File: src/rtl/sdp_pkg.sv
package sdp_pkg;
  localparam int WORD_W = 32;

  typedef enum logic [2:0] {
    SEL_DATA   = 3'd0,
    SEL_CFG    = 3'd1,
    SEL_SIZE   = 3'd2,
    SEL_COUNT  = 3'd3,
    SEL_STATUS = 3'd4,
    SEL_DEBUG  = 3'd5
  } sdp_sel_e;

  // configuration bits
  localparam int CFG_DATA_IE  = 4;
  localparam int CFG_BLOCK_IE = 8;

  // positions of the sticky bits in the status register
  localparam int STS_FLAG_BIT  = 0;
  localparam int STS_DATA_BIT  = 8;
  localparam int STS_BLOCK_BIT = 9;

  localparam logic [31:0] DBG_RESET      = 32'h0000_C60F;
  localparam logic [3:0]  DBG_STATE_DATA = 4'h1;
endpackage

File: src/rtl/sdp_word_fifo.sv
module sdp_word_fifo #(
  parameter int DEPTH = 16,
  parameter int W     = 32
) (
  input  logic                       clk,
  input  logic                       rst_n,
  input  logic                       push,
  input  logic [W-1:0]               push_data,
  input  logic                       pop,
  output logic [W-1:0]               head,
  output logic [$clog2(DEPTH):0]     level,
  output logic                       full,
  output logic                       empty
);
  localparam int PW = $clog2(DEPTH);
  localparam int LW = PW + 1;

  logic [W-1:0]  mem [DEPTH];
  logic [PW-1:0] rd_q, rd_d, wr_idx;
  logic [LW-1:0] len_q, len_d;
  logic          do_push, do_pop;

  assign full    = (len_q == LW'(DEPTH));
  assign empty   = (len_q == '0);
  assign do_push = push & ~full;
  assign do_pop  = pop & ~empty;
  assign wr_idx  = rd_q + len_q[PW-1:0];
  assign head    = empty ? '0 : mem[rd_q];
  assign level   = len_q;

  always_comb begin
    rd_d  = rd_q;
    len_d = len_q;
    if (do_pop)  rd_d = rd_q + PW'(1);
    if (do_push && !do_pop) len_d = len_q + LW'(1);
    if (do_pop && !do_push) len_d = len_q - LW'(1);
  end

  always_ff @(posedge clk) begin
    if (do_push) mem[wr_idx] <= push_data;
  end

  always_ff @(posedge clk or negedge rst_n) begin
    if (!rst_n) begin
      rd_q  <= '0;
      len_q <= '0;
    end else begin
      rd_q  <= rd_d;
      len_q <= len_d;
    end
  end
endmodule

File: src/rtl/sdp_rx_packer.sv
module sdp_rx_packer #(
  parameter int W = 32
) (
  input  logic         clk,
  input  logic         rst_n,
  input  logic         clr,
  input  logic         take,
  input  logic         last,
  input  logic [7:0]   byte_in,
  output logic         push,
  output logic [W-1:0] push_word
);
  localparam int LANES = W / 8;
  localparam int NW    = $clog2(LANES);

  logic [W-1:0]  acc_q, acc_d;
  logic [NW-1:0] n_q, n_d;

  // the incoming byte goes into the lane picked by the byte index
  for (genvar g = 0; g < LANES; g++) begin : g_lane
    assign push_word[8*g +: 8] = (n_q == NW'(g)) ? byte_in : acc_q[8*g +: 8];
  end

  assign push = take & ((n_q == NW'(LANES - 1)) | last);

  always_comb begin
    acc_d = acc_q;
    n_d   = n_q;
    if (clr) begin
      acc_d = '0;
      n_d   = '0;
    end else if (take) begin
      if (push) begin
        acc_d = '0;
        n_d   = '0;
      end else begin
        acc_d = push_word;
        n_d   = n_q + NW'(1);
      end
    end
  end

  always_ff @(posedge clk or negedge rst_n) begin
    if (!rst_n) begin
      acc_q <= '0;
      n_q   <= '0;
    end else begin
      acc_q <= acc_d;
      n_q   <= n_d;
    end
  end
endmodule

File: src/rtl/sdp_tx_unpacker.sv
module sdp_tx_unpacker #(
  parameter int W = 32
) (
  input  logic         clk,
  input  logic         rst_n,
  input  logic         clr,
  input  logic         en,
  input  logic [W-1:0] head,
  input  logic         empty,
  input  logic         ready,
  input  logic         last,
  output logic         valid,
  output logic [7:0]   byte_out,
  output logic         pop
);
  localparam int LANES = W / 8;
  localparam int NW    = $clog2(LANES);

  logic [W-9:0]  hold_q, hold_d;
  logic [NW-1:0] left_q, left_d;
  logic          has, take;

  assign has      = (left_q != '0);
  assign valid    = en & (has | ~empty);
  assign byte_out = has ? hold_q[7:0] : head[7:0];
  assign take     = valid & ready;
  assign pop      = take & ~has;

  always_comb begin
    hold_d = hold_q;
    left_d = left_q;
    if (clr || (take && last)) begin
      left_d = '0;
    end else if (take) begin
      if (has) begin
        hold_d = hold_q >> 8;
        left_d = left_q - NW'(1);
      end else begin
        hold_d = head[W-1:8];
        left_d = NW'(LANES - 1);
      end
    end
  end

  always_ff @(posedge clk or negedge rst_n) begin
    if (!rst_n) begin
      hold_q <= '0;
      left_q <= '0;
    end else begin
      hold_q <= hold_d;
      left_q <= left_d;
    end
  end
endmodule

File: src/rtl/sdp_datapath.sv
module sdp_datapath
  import sdp_pkg::*;
#(
  parameter int DEPTH   = 16,
  parameter int SIZE_W  = 10,
  parameter int COUNT_W = 9
) (
  input  logic        clk,
  input  logic        rst_n,
  input  logic [2:0]  reg_sel,
  input  logic        reg_wr,
  input  logic        reg_rd,
  input  logic [31:0] reg_wdata,
  output logic [31:0] reg_rdata,
  input  logic        mode_rd,
  input  logic        mode_wr,
  input  logic [7:0]  card_rx_data,
  input  logic        card_rx_valid,
  output logic        card_rx_ready,
  output logic [7:0]  card_tx_data,
  output logic        card_tx_valid,
  input  logic        card_tx_ready
);
  localparam int REM_W = SIZE_W + COUNT_W;
  localparam int LVL_W = $clog2(DEPTH) + 1;

  // registers
  logic [31:0]        cfg_q, cfg_d;
  logic [SIZE_W-1:0]  size_q, size_d;
  logic [COUNT_W-1:0] cnt_q, cnt_d;
  logic [REM_W-1:0]   rem_q, rem_d;
  logic [SIZE_W-1:0]  blk_q, blk_d;
  logic [2:0]         sts_q, sts_d;     // {block, data irq, flag}
  logic [31:9]        dbg_hi_q, dbg_hi_d;
  logic [3:0]         dbg_st_q, dbg_st_d;

  // host decode
  logic wr_data, rd_data, wr_cfg, wr_size, wr_cnt, wr_sts, wr_dbg;
  assign wr_data = reg_wr && (reg_sel == SEL_DATA);
  assign rd_data = reg_rd && (reg_sel == SEL_DATA);
  assign wr_cfg  = reg_wr && (reg_sel == SEL_CFG);
  assign wr_size = reg_wr && (reg_sel == SEL_SIZE);
  assign wr_cnt  = reg_wr && (reg_sel == SEL_COUNT);
  assign wr_sts  = reg_wr && (reg_sel == SEL_STATUS);
  assign wr_dbg  = reg_wr && (reg_sel == SEL_DEBUG);

  // data path
  logic              rem_nz, last, rx_take, tx_take, xfer, blk_fire;
  logic              path_push, path_pop;
  logic [WORD_W-1:0] pk_word, fifo_head, fifo_wdata;
  logic [LVL_W-1:0]  fifo_level;
  logic              fifo_full, fifo_empty, fifo_push, fifo_pop;

  assign rem_nz        = (rem_q != '0);
  assign last          = (rem_q == REM_W'(1));
  assign card_rx_ready = mode_rd & rem_nz & ~fifo_full;
  assign rx_take       = card_rx_ready & card_rx_valid;
  assign tx_take       = card_tx_valid & card_tx_ready;
  assign xfer          = rx_take | tx_take;
  assign blk_fire      = tx_take & (blk_q == SIZE_W'(1)) & cfg_q[CFG_BLOCK_IE];

  // the card path owns the FIFO write port whenever it pushes
  assign fifo_push  = path_push | wr_data;
  assign fifo_wdata = path_push ? pk_word : reg_wdata;
  assign fifo_pop   = path_pop | rd_data;

  sdp_word_fifo #(.DEPTH(DEPTH), .W(WORD_W)) u_fifo (
    .clk       (clk),
    .rst_n     (rst_n),
    .push      (fifo_push),
    .push_data (fifo_wdata),
    .pop       (fifo_pop),
    .head      (fifo_head),
    .level     (fifo_level),
    .full      (fifo_full),
    .empty     (fifo_empty)
  );

  sdp_rx_packer #(.W(WORD_W)) u_pack (
    .clk       (clk),
    .rst_n     (rst_n),
    .clr       (wr_cnt),
    .take      (rx_take),
    .last      (last),
    .byte_in   (card_rx_data),
    .push      (path_push),
    .push_word (pk_word)
  );

  sdp_tx_unpacker #(.W(WORD_W)) u_unpack (
    .clk      (clk),
    .rst_n    (rst_n),
    .clr      (wr_cnt),
    .en       (mode_wr & ~mode_rd & rem_nz),
    .head     (fifo_head),
    .empty    (fifo_empty),
    .ready    (card_tx_ready),
    .last     (last),
    .valid    (card_tx_valid),
    .byte_out (card_tx_data),
    .pop      (path_pop)
  );

  // next state
  always_comb begin
    cfg_d    = cfg_q;
    size_d   = size_q;
    cnt_d    = cnt_q;
    rem_d    = rem_q;
    blk_d    = blk_q;
    sts_d    = sts_q;
    dbg_hi_d = dbg_hi_q;
    dbg_st_d = dbg_st_q;

    if (xfer) rem_d = rem_q - REM_W'(1);
    if (tx_take) blk_d = (blk_q == SIZE_W'(1)) ? size_q : blk_q - SIZE_W'(1);

    if (wr_sts)
      sts_d = sts_q & ~{reg_wdata[STS_BLOCK_BIT], reg_wdata[STS_DATA_BIT],
                        reg_wdata[STS_FLAG_BIT]};
    if (path_push || path_pop) begin
      sts_d[0] = 1'b1;
      if (cfg_q[CFG_DATA_IE]) sts_d[1] = 1'b1;
    end
    if (blk_fire) sts_d[2] = 1'b1;

    if (wr_dbg) begin
      dbg_hi_d = reg_wdata[31:9];
      dbg_st_d = (reg_wdata[3:0] == 4'hF) ? 4'h0 : reg_wdata[3:0];
    end
    if (xfer && last && !wr_cnt) dbg_st_d = DBG_STATE_DATA;

    if (wr_cfg)  cfg_d  = reg_wdata;
    if (wr_size) size_d = reg_wdata[SIZE_W-1:0];
    if (wr_cnt) begin
      cnt_d = reg_wdata[COUNT_W-1:0];
      rem_d = REM_W'(reg_wdata[COUNT_W-1:0]) * REM_W'(size_q);
      blk_d = size_q;
    end
  end

  always_ff @(posedge clk or negedge rst_n) begin
    if (!rst_n) begin
      cfg_q    <= '0;
      size_q   <= '0;
      cnt_q    <= '0;
      rem_q    <= '0;
      blk_q    <= '0;
      sts_q    <= '0;
      dbg_hi_q <= DBG_RESET[31:9];
      dbg_st_q <= DBG_RESET[3:0];
    end else begin
      cfg_q    <= cfg_d;
      size_q   <= size_d;
      cnt_q    <= cnt_d;
      rem_q    <= rem_d;
      blk_q    <= blk_d;
      sts_q    <= sts_d;
      dbg_hi_q <= dbg_hi_d;
      dbg_st_q <= dbg_st_d;
    end
  end

  // read mux
  always_comb begin
    reg_rdata = '0;
    case (reg_sel)
      SEL_DATA:   reg_rdata = fifo_head;
      SEL_CFG:    reg_rdata = cfg_q;
      SEL_SIZE:   reg_rdata = 32'(size_q);
      SEL_COUNT:  reg_rdata = 32'(cnt_q);
      SEL_STATUS: reg_rdata = {22'b0, sts_q[2], sts_q[1], 7'b0, sts_q[0]};
      SEL_DEBUG:  reg_rdata = {dbg_hi_q, 5'(fifo_level), dbg_st_q};
      default:    reg_rdata = '0;
    endcase
  end
endmodule

File: config.mk
export PLATFORM = sky130hd
export DESIGN_NAME = sdp_datapath
export DESIGN_NICKNAME = d
export VERILOG_FILES = /design/src/rtl/sdp_pkg.sv /design/src/rtl/sdp_word_fifo.sv /design/src/rtl/sdp_rx_packer.sv /design/src/rtl/sdp_tx_unpacker.sv /design/src/rtl/sdp_datapath.sv
export SDC_FILE = /design/constraint.sdc
export NUM_CORES = 1
export LEC_CHECK = 0
export ABC_AREA = 1
export BUFFER_PORTS_ARGS = -buffer_cell sky130_fd_sc_hd__clkbuf_2
export CAP_MARGIN = 5
export CORE_MARGIN = 2
export CORE_UTILIZATION = 41
export DETAILED_ROUTE_END_ITERATION = 10
export PLACE_DENSITY = 0.56
export SYNTH_ARGS = -nofsm -noshare
export SYNTH_HDL_FRONTEND = slang
export SYNTH_SLANG_ARGS = --single-unit
File: constraint.sdc
create_clock -name clk -period 6.84 [get_ports clk]
set_input_delay 1.368 -clock clk [delete_from_list [all_inputs] [get_ports clk]]
set_output_delay 1.368 -clock clk [all_outputs]
set_load 0.02 [all_outputs]
# Word level (Yosys, flattened, before mapping)
# Memories as Yosys holds them, arrays and structs flattened.
# Cells that the tools add are included.
[totals]
inputBits = 51
register_bits = 179
word_cells = 128
memories = 1
ram_bits = 512
out_inout_bits = 42
[mem_list]
columns = ["name", "words", "word_bits", "rd", "rd_clocked_by_memory_dff", "write_ports", "line_no", "source"]
rows = [
  ["u_fifo.mem", 16, 32, 1, 0, 1, "sdp_word_fifo.sv:18", "logic [W-1:0] mem [DEPTH];"],
]
[op_classes]
mul = 1
n_mux = 34
n_bitwise = 25
add_sub_neg = 8
n_eq_ne = 12
n_reduce_logical = 31
[op_table]
columns = ["cell", "count"]
rows = [
  ["32-bit case mux with 6 select lines", 1],
  ["32-bit two-way mux", 5],
  ["8-bit two-way mux", 5],
  ["19-bit two-way mux", 2],
  ["10-bit two-way mux", 3],
  ["24-bit two-way mux", 1],
  ["19-bit by 1-bit equality test with 1-bit output, second input constant", 1],
  ["9-bit by 10-bit multiplier with 19-bit output", 1],
  ["19-bit nonzero test", 1],
  ["19-bit by 1-bit subtractor with 19-bit output, second input constant", 1],
  ["2-bit nonzero test", 9],
  ["2-bit two-way mux", 7],
  ["1-bit AND", 13],
  ["1-bit logical AND", 12],
  ["4-bit two-way mux", 3],
  ["10-bit by 1-bit equality test with 1-bit output, second input constant", 1],
  ["5-bit two-way mux", 2],
  ["10-bit by 1-bit subtractor with 10-bit output, second input constant", 1],
  ["3-bit by 2-bit equality test with 1-bit output, second input constant", 2],
  ["3-bit equality test, second input constant", 2],
  ["5-bit by 1-bit adder with 5-bit output, second input constant", 1],
  ["5-bit equality test, second input constant", 1],
  ["5-bit logical NOT", 1],
  ["1-bit NOT", 5],
  ["other kinds (19)", 30],
]

# Logic depth before layout (Yosys ltp)
[logic_depth]
word_depth = 12
mapped_depth = 24
mapped_depth_nobuf = 23

# Hierarchy
# From an unflattened synthesis, not the netlist that was laid out.
[unflattened]
cells_unflattened = 3660
hier_area_um2 = 34078.9
[by_module_without_submodules]
columns = ["mod", "area_per_inst_um2", "cells_per_inst", "seq_area_each_um2", "instances"]
rows = [
  ["sdp_word_fifo", 21260.4, 1828, 15600.0, 1],
  ["sdp_datapath", 9500.4, 1355, 2762.6, 1],
  ["sdp_rx_packer", 1851.8, 259, 850.8, 1],
  ["sdp_tx_unpacker", 1466.4, 218, 650.6, 1],
]

# Least setup slack after synthesis
# No wires, ideal clock.
[synth_path]
path_kind = "in2reg"
startpoint = "input port reg_wdata[0]"
endpoint = "register rem_q[10]"
required_time_ns = 6.719
t_arrival_ns = 4.969
n_path_buf = 1
path_stages = 19
setup_slack_ns = 1.750
setup_ns = 0.121
path_cell_list = "clkbuf_1 -> nand2_1 -> fa_1 -> inv_1 -> fa_1 -> fa_1 -> inv_1 -> fa_1 -> inv_1 -> ha_1 -> nand2_1 -> inv_1 -> nand2_1 -> nand3_1 -> or2_2 -> nand3_1 -> nand2_1 -> nand2_1 -> o21ai_1"
[synth_between]
elab_chain_cells = 2
[synth_rtl]
columns = ["item", "line_no", "source"]
rows = [
  ["start: declaration", "sdp_datapath.sv:13", "input logic [31:0] reg_wdata,"],
  ["9-bit by 10-bit multiplier with 19-bit output", "sdp_datapath.sv:137", "rem_d = REM_W'(reg_wdata[COUNT_W-1:0]) * REM_W'(size_q);"],
  ["19-bit two-way mux", "sdp_datapath.sv:135", "if (wr_cnt) begin"],
  ["end signal: assignment", "sdp_datapath.sv:156", "rem_q <= rem_d;"],
  ["end: declaration", "sdp_datapath.sv:31", "logic [REM_W-1:0] rem_q, rem_d;"],
]
# Every way passes these cells.
# A chain may end at the register's enable or synchronous reset.

# Worst setup path in the final report
[layout_path]
startpoint = "register u_fifo.rd_q[0]"
endpoint = "output port reg_rdata[30]"
[layout_between]
elab_chain_cells = 3
[layout_rtl]
columns = ["item", "line_no", "source"]
rows = [
  ["start: declaration", "sdp_word_fifo.sv:19", "logic [PW-1:0] rd_q, rd_d, wr_idx;"],
  ["start signal: assignment", "sdp_word_fifo.sv:48", "rd_q <= rd_d;"],
  ["memory read 16 x 32 bit", "--", ""],
  ["32-bit two-way mux", "sdp_word_fifo.sv:28", "assign head = empty ? '0 : mem[rd_q];"],
  ["32-bit case mux with 6 select lines", "sdp_datapath.sv:167", "case (reg_sel)"],
  ["end: declaration", "sdp_datapath.sv:14", "output logic [31:0] reg_rdata,"],
]
# Every way passes these cells.

==> summary.txt <==
Post-CTS Hold Buffers -> 0
Reg2reg start -> u_fifo.rd_q[0]$_DFFE_PN0P_
Syn avg cell area -> 9.54 µm²
Total Power -> 15.6 mW
Share of layout cells above drive strength 1 -> 10.2%
First-pass GRT wire length -> 147000 µm
CTS H-tree lvls -> 3
R2R Path End -> u_fifo.mem[5][28]$_DFFE_PP_
Crit share post-route -> 83.4%
Count of input and output buffers -> 92
CP required -> 5470 ps
# rows -> 105
WL per Instance -> 20.6 µm
Post-synth top area cell -> edfxtp_1
Placed Area -> 35400 µm²
DRT Pass-1 Iters -> 5
GR peak layer -> met2
Post-route DRC -> 0
ANT cells -> 0
Final WL -> 97100 µm
Post-synthesis sequential area ratio -> 58.6%
Die Width -> 292 µm
Die Ht -> 292 µm
CTS max path bufs -> 3
Crit-path max cell delay -> 760 ps
Clock sink count -> 691
Routed Antenna Nets -> 0
Switching pwr -> 6.29 mW
Syn Inst Count -> 3557
1st-iter DRT viols -> 2266
Worst-margin pin slew -> 1250 ps
Critical Path AT -> 4330 ps
Nets -> 3748
Register clock-pin slew on the reported worst setup and hold paths -> 60 ps
Ys async rst share -> 25.9%
Worst path depth -> 11
Routability-driven placement congestion ratio -> 0.850
Worst skew pair latency -> 640 ps
Clock Skews -> 34.5 ps
Met1 Usage GRT -> 32.9%
Syn nets -> 3723
Setup violators final -> 0
Initial core utilization -> 41.4%
Antenna violations before repair -> 1
Slew HR -> 16.9%
Most common cell after layout, fill and taps aside -> nand2_1
CP max stage cell -> dfrtp_4
Startpoint Class -> flop
Max Cap Viol -> 0
Dpl cells -> 4574
Sequential share of power -> 35.1%
Most frequent cells in the layout -> 1341 x nand2_1, 512 x edfxtp_1, 461 x nand3_1
Detailed placement HPWL -> 59200 µm
Synth Flop Type -> edfxtp_1
Setup TNS Final -> 0 ps
Die area -> 85000 µm²
Lkg Pwr -> 16.4 nW
CP Capture Type -> output pin
Final std cells w/o fill -> 4713
Logic pwr share -> 37.9%
Clock power share -> 26.9%
HP Class -> flop to flop
Maximum number of pins on one net before global-route repair -> 201
Endpoints failing hold -> 0
Unrepaired setup endpoints after global routing -> false
Number of flops mapped to enable cells by yosys -> 512
Sw frac -> 40.3%
Slew Viols, Final -> 0
Kind of critical path -> flop to output pin
Worst vdd ir -> 280 µV
Crit Path Max Fanout -> 119
CP delay by family, top -> buffers and inverters
Status -> finished, final reports clean
Grt ovf -> 0
Layout Utilization -> 46.2%
Overall Global Routing Usage -> 22.7%
CP bufs+invs -> 3
Met3 Usage GRT -> 4.22%
Yosys warns -> 0
Crit path to -> reg_rdata[30]
Post-CTS setup repair buffer count -> 0
Crit path launch -> u_fifo.rd_q[0]$_DFFE_PN0P_
# IOs -> 93
Post-place setup slack -> 1430 ps
Post-route design area -> 37900 µm²
Synth cell types -> 45
Layout area overhead -> 11.7%
Yosys reg bits -> 691
Min Tclk post-route -> 5700 ps
Area contributors post-synth -> edfxtp_1 45%, nand2_1 15%, dfrtp_1 13%
CTS buffer count -> 76
Fmax -> 175 MHz
Cts repair resizes -> 0
Vias per inst -> 5.26
R2r setup slk -> 2170 ps
GR Util met2 -> 35.3%
Cell mode on critical path -> nand2_1
Synthesized area -> 33900 µm²
Post-route setup slack -> 1140 ps
Core area -> 82000 µm²
Root Buffer -> clkbuf_16
Top cell type's share of synthesized area -> 45.3%
Worst Reg-to-Reg Cells -> 7
Cell area power density -> 412 nW/µm²
Vias -> 24769
Hold slack -> 476 ps
Critical path, cell by cell -> inv_8 > buf_4 > nand2_1 > nand3_1 > nand3_1 > nand2_1 > nand2_1 > a21oi_1 > nand2_1 > nand3_1 > clkbuf_2
Cell-internal power -> 9.32 mW
Vias in the first global route -> 23743
CTS tree -> yes
Fill count -> 7794
[cell families after synthesis]
group                      Yosys count  synth area share, %
buffers and inverters              475                 5.80
adders and majority gates          115                 5.55
muxes                               24                0.797
AOI/OAI and AO/OA                  233                 3.96
and+or+nand+nor                   1994                 24.7
DFF                                691                 58.6
xor gates and xnor gates            25                0.646
[Yosys cell counts (2+ instances only)]
library cell     n
o211ai_1         2
inv_1          269
nand3_1        462
nand4_1         43
xor2_1          21
o21ai_0        128
nand2_2         12
buf_6            6
mux2_2          24
a221oi_1         5
xnor2_1          4
a22oi_1         19
or2_2            4
clkbuf_1        79
nor2_4           5
clkinv_1         2
o22ai_1          7
fa_1            59
buf_2           75
nand3_4          2
ha_1            56
o21ai_1         20
nor3_1           4
a21oi_1         26
nand3_2          5
nor2_2          12
o21ai_2         19
nor2_1          99
dfrtp_1        171
inv_2            8
buf_1           25
nand2_1       1342
edfxtp_1       512
buf_4            9
o31ai_1          4
dfstp_2          8
[routing by layer]
metal,part of all wire (%),routed length (µm),vias up
met1,45,44200,12027
met2,45,44000,811
li1,-,-,11803
met5,0.0072,7,-
met4,1.8,1800,2
met3,7.4,7160,126
[sequential cells by signal (all words and copies together) (netlist names)]
name and flops:
u_fifo.mem 512, cfg_q 32, u_pack.acc_q 32, u_unpack.hold_q 24
dbg_hi_q 23, rem_q 19, blk_q 10, size_q 10
cnt_q 9, u_fifo.level 5, dbg_st_q 4, u_fifo.rd_q 4
sts_q 3, u_pack.n_q 2, u_unpack.left_q 2
[worst register-to-register path, cell delays in order (launching register included)]
cell and delay [ps]:
dfrtp_4 940, buf_12 620, ha_1 670, fa_1 470, nor2_1 260, nand2_1 140
nor2_4 710, buf_4 510
[worst min-delay path by stage]
stage | start | endpoint | slack, ps | depth (start not counted)
finish | u_pack.acc_q[22]$_DFFE_PN0P_ | u_pack.acc_q[22]$_DFFE_PN0P_ | 480 | 2
global route | u_pack.acc_q[25]$_DFFE_PN0P_ | u_pack.acc_q[25]$_DFFE_PN0P_ | 490 | 2
CTS | u_pack.acc_q[22]$_DFFE_PN0P_ | u_pack.acc_q[22]$_DFFE_PN0P_ | 480 | 2
detailed placement | u_pack.acc_q[12]$_DFFE_PN0P_ | u_pack.acc_q[12]$_DFFE_PN0P_ | 460 | 2
global placement | u_pack.acc_q[7]$_DFFE_PN0P_ | u_pack.acc_q[7]$_DFFE_PN0P_ | 460 | 2
floorplan | u_pack.acc_q[0]$_DFFE_PN0P_ | u_pack.acc_q[0]$_DFFE_PN0P_ | 450 | 2
[area by class of cell]
cell class / instances / area, µm² / share of cell area, %
Inverter: 280 / 1060 / 2.80
Clock inverter: 44 / 532 / 1.40
Clock buffer: 95 / 2000 / 5.29
Tap cell: 1070 / 1340 / 3.53
Multi-Input combinational cell: 2391 / 12200 / 32.2
Sequential cell: 691 / 19900 / 52.5
Timing Repair Buffer: 142 / 882 / 2.33
[power groups by stage]
| stage | Clock, mW | Combinational, mW | Sequential, mW |
|---|---|---|---|
| after floorplan | 0 | 4.24 | 5.34 |
| after global placement | 0 | 5.87 | 5.55 |
| after detailed placement | 0 | 5.88 | 5.56 |
| after CTS | 4.25 | 5.92 | 5.48 |
| after global routing | 4.43 | 6.66 | 5.54 |
| final | 4.20 | 5.92 | 5.49 |
(Power assumes the default switching activity.)
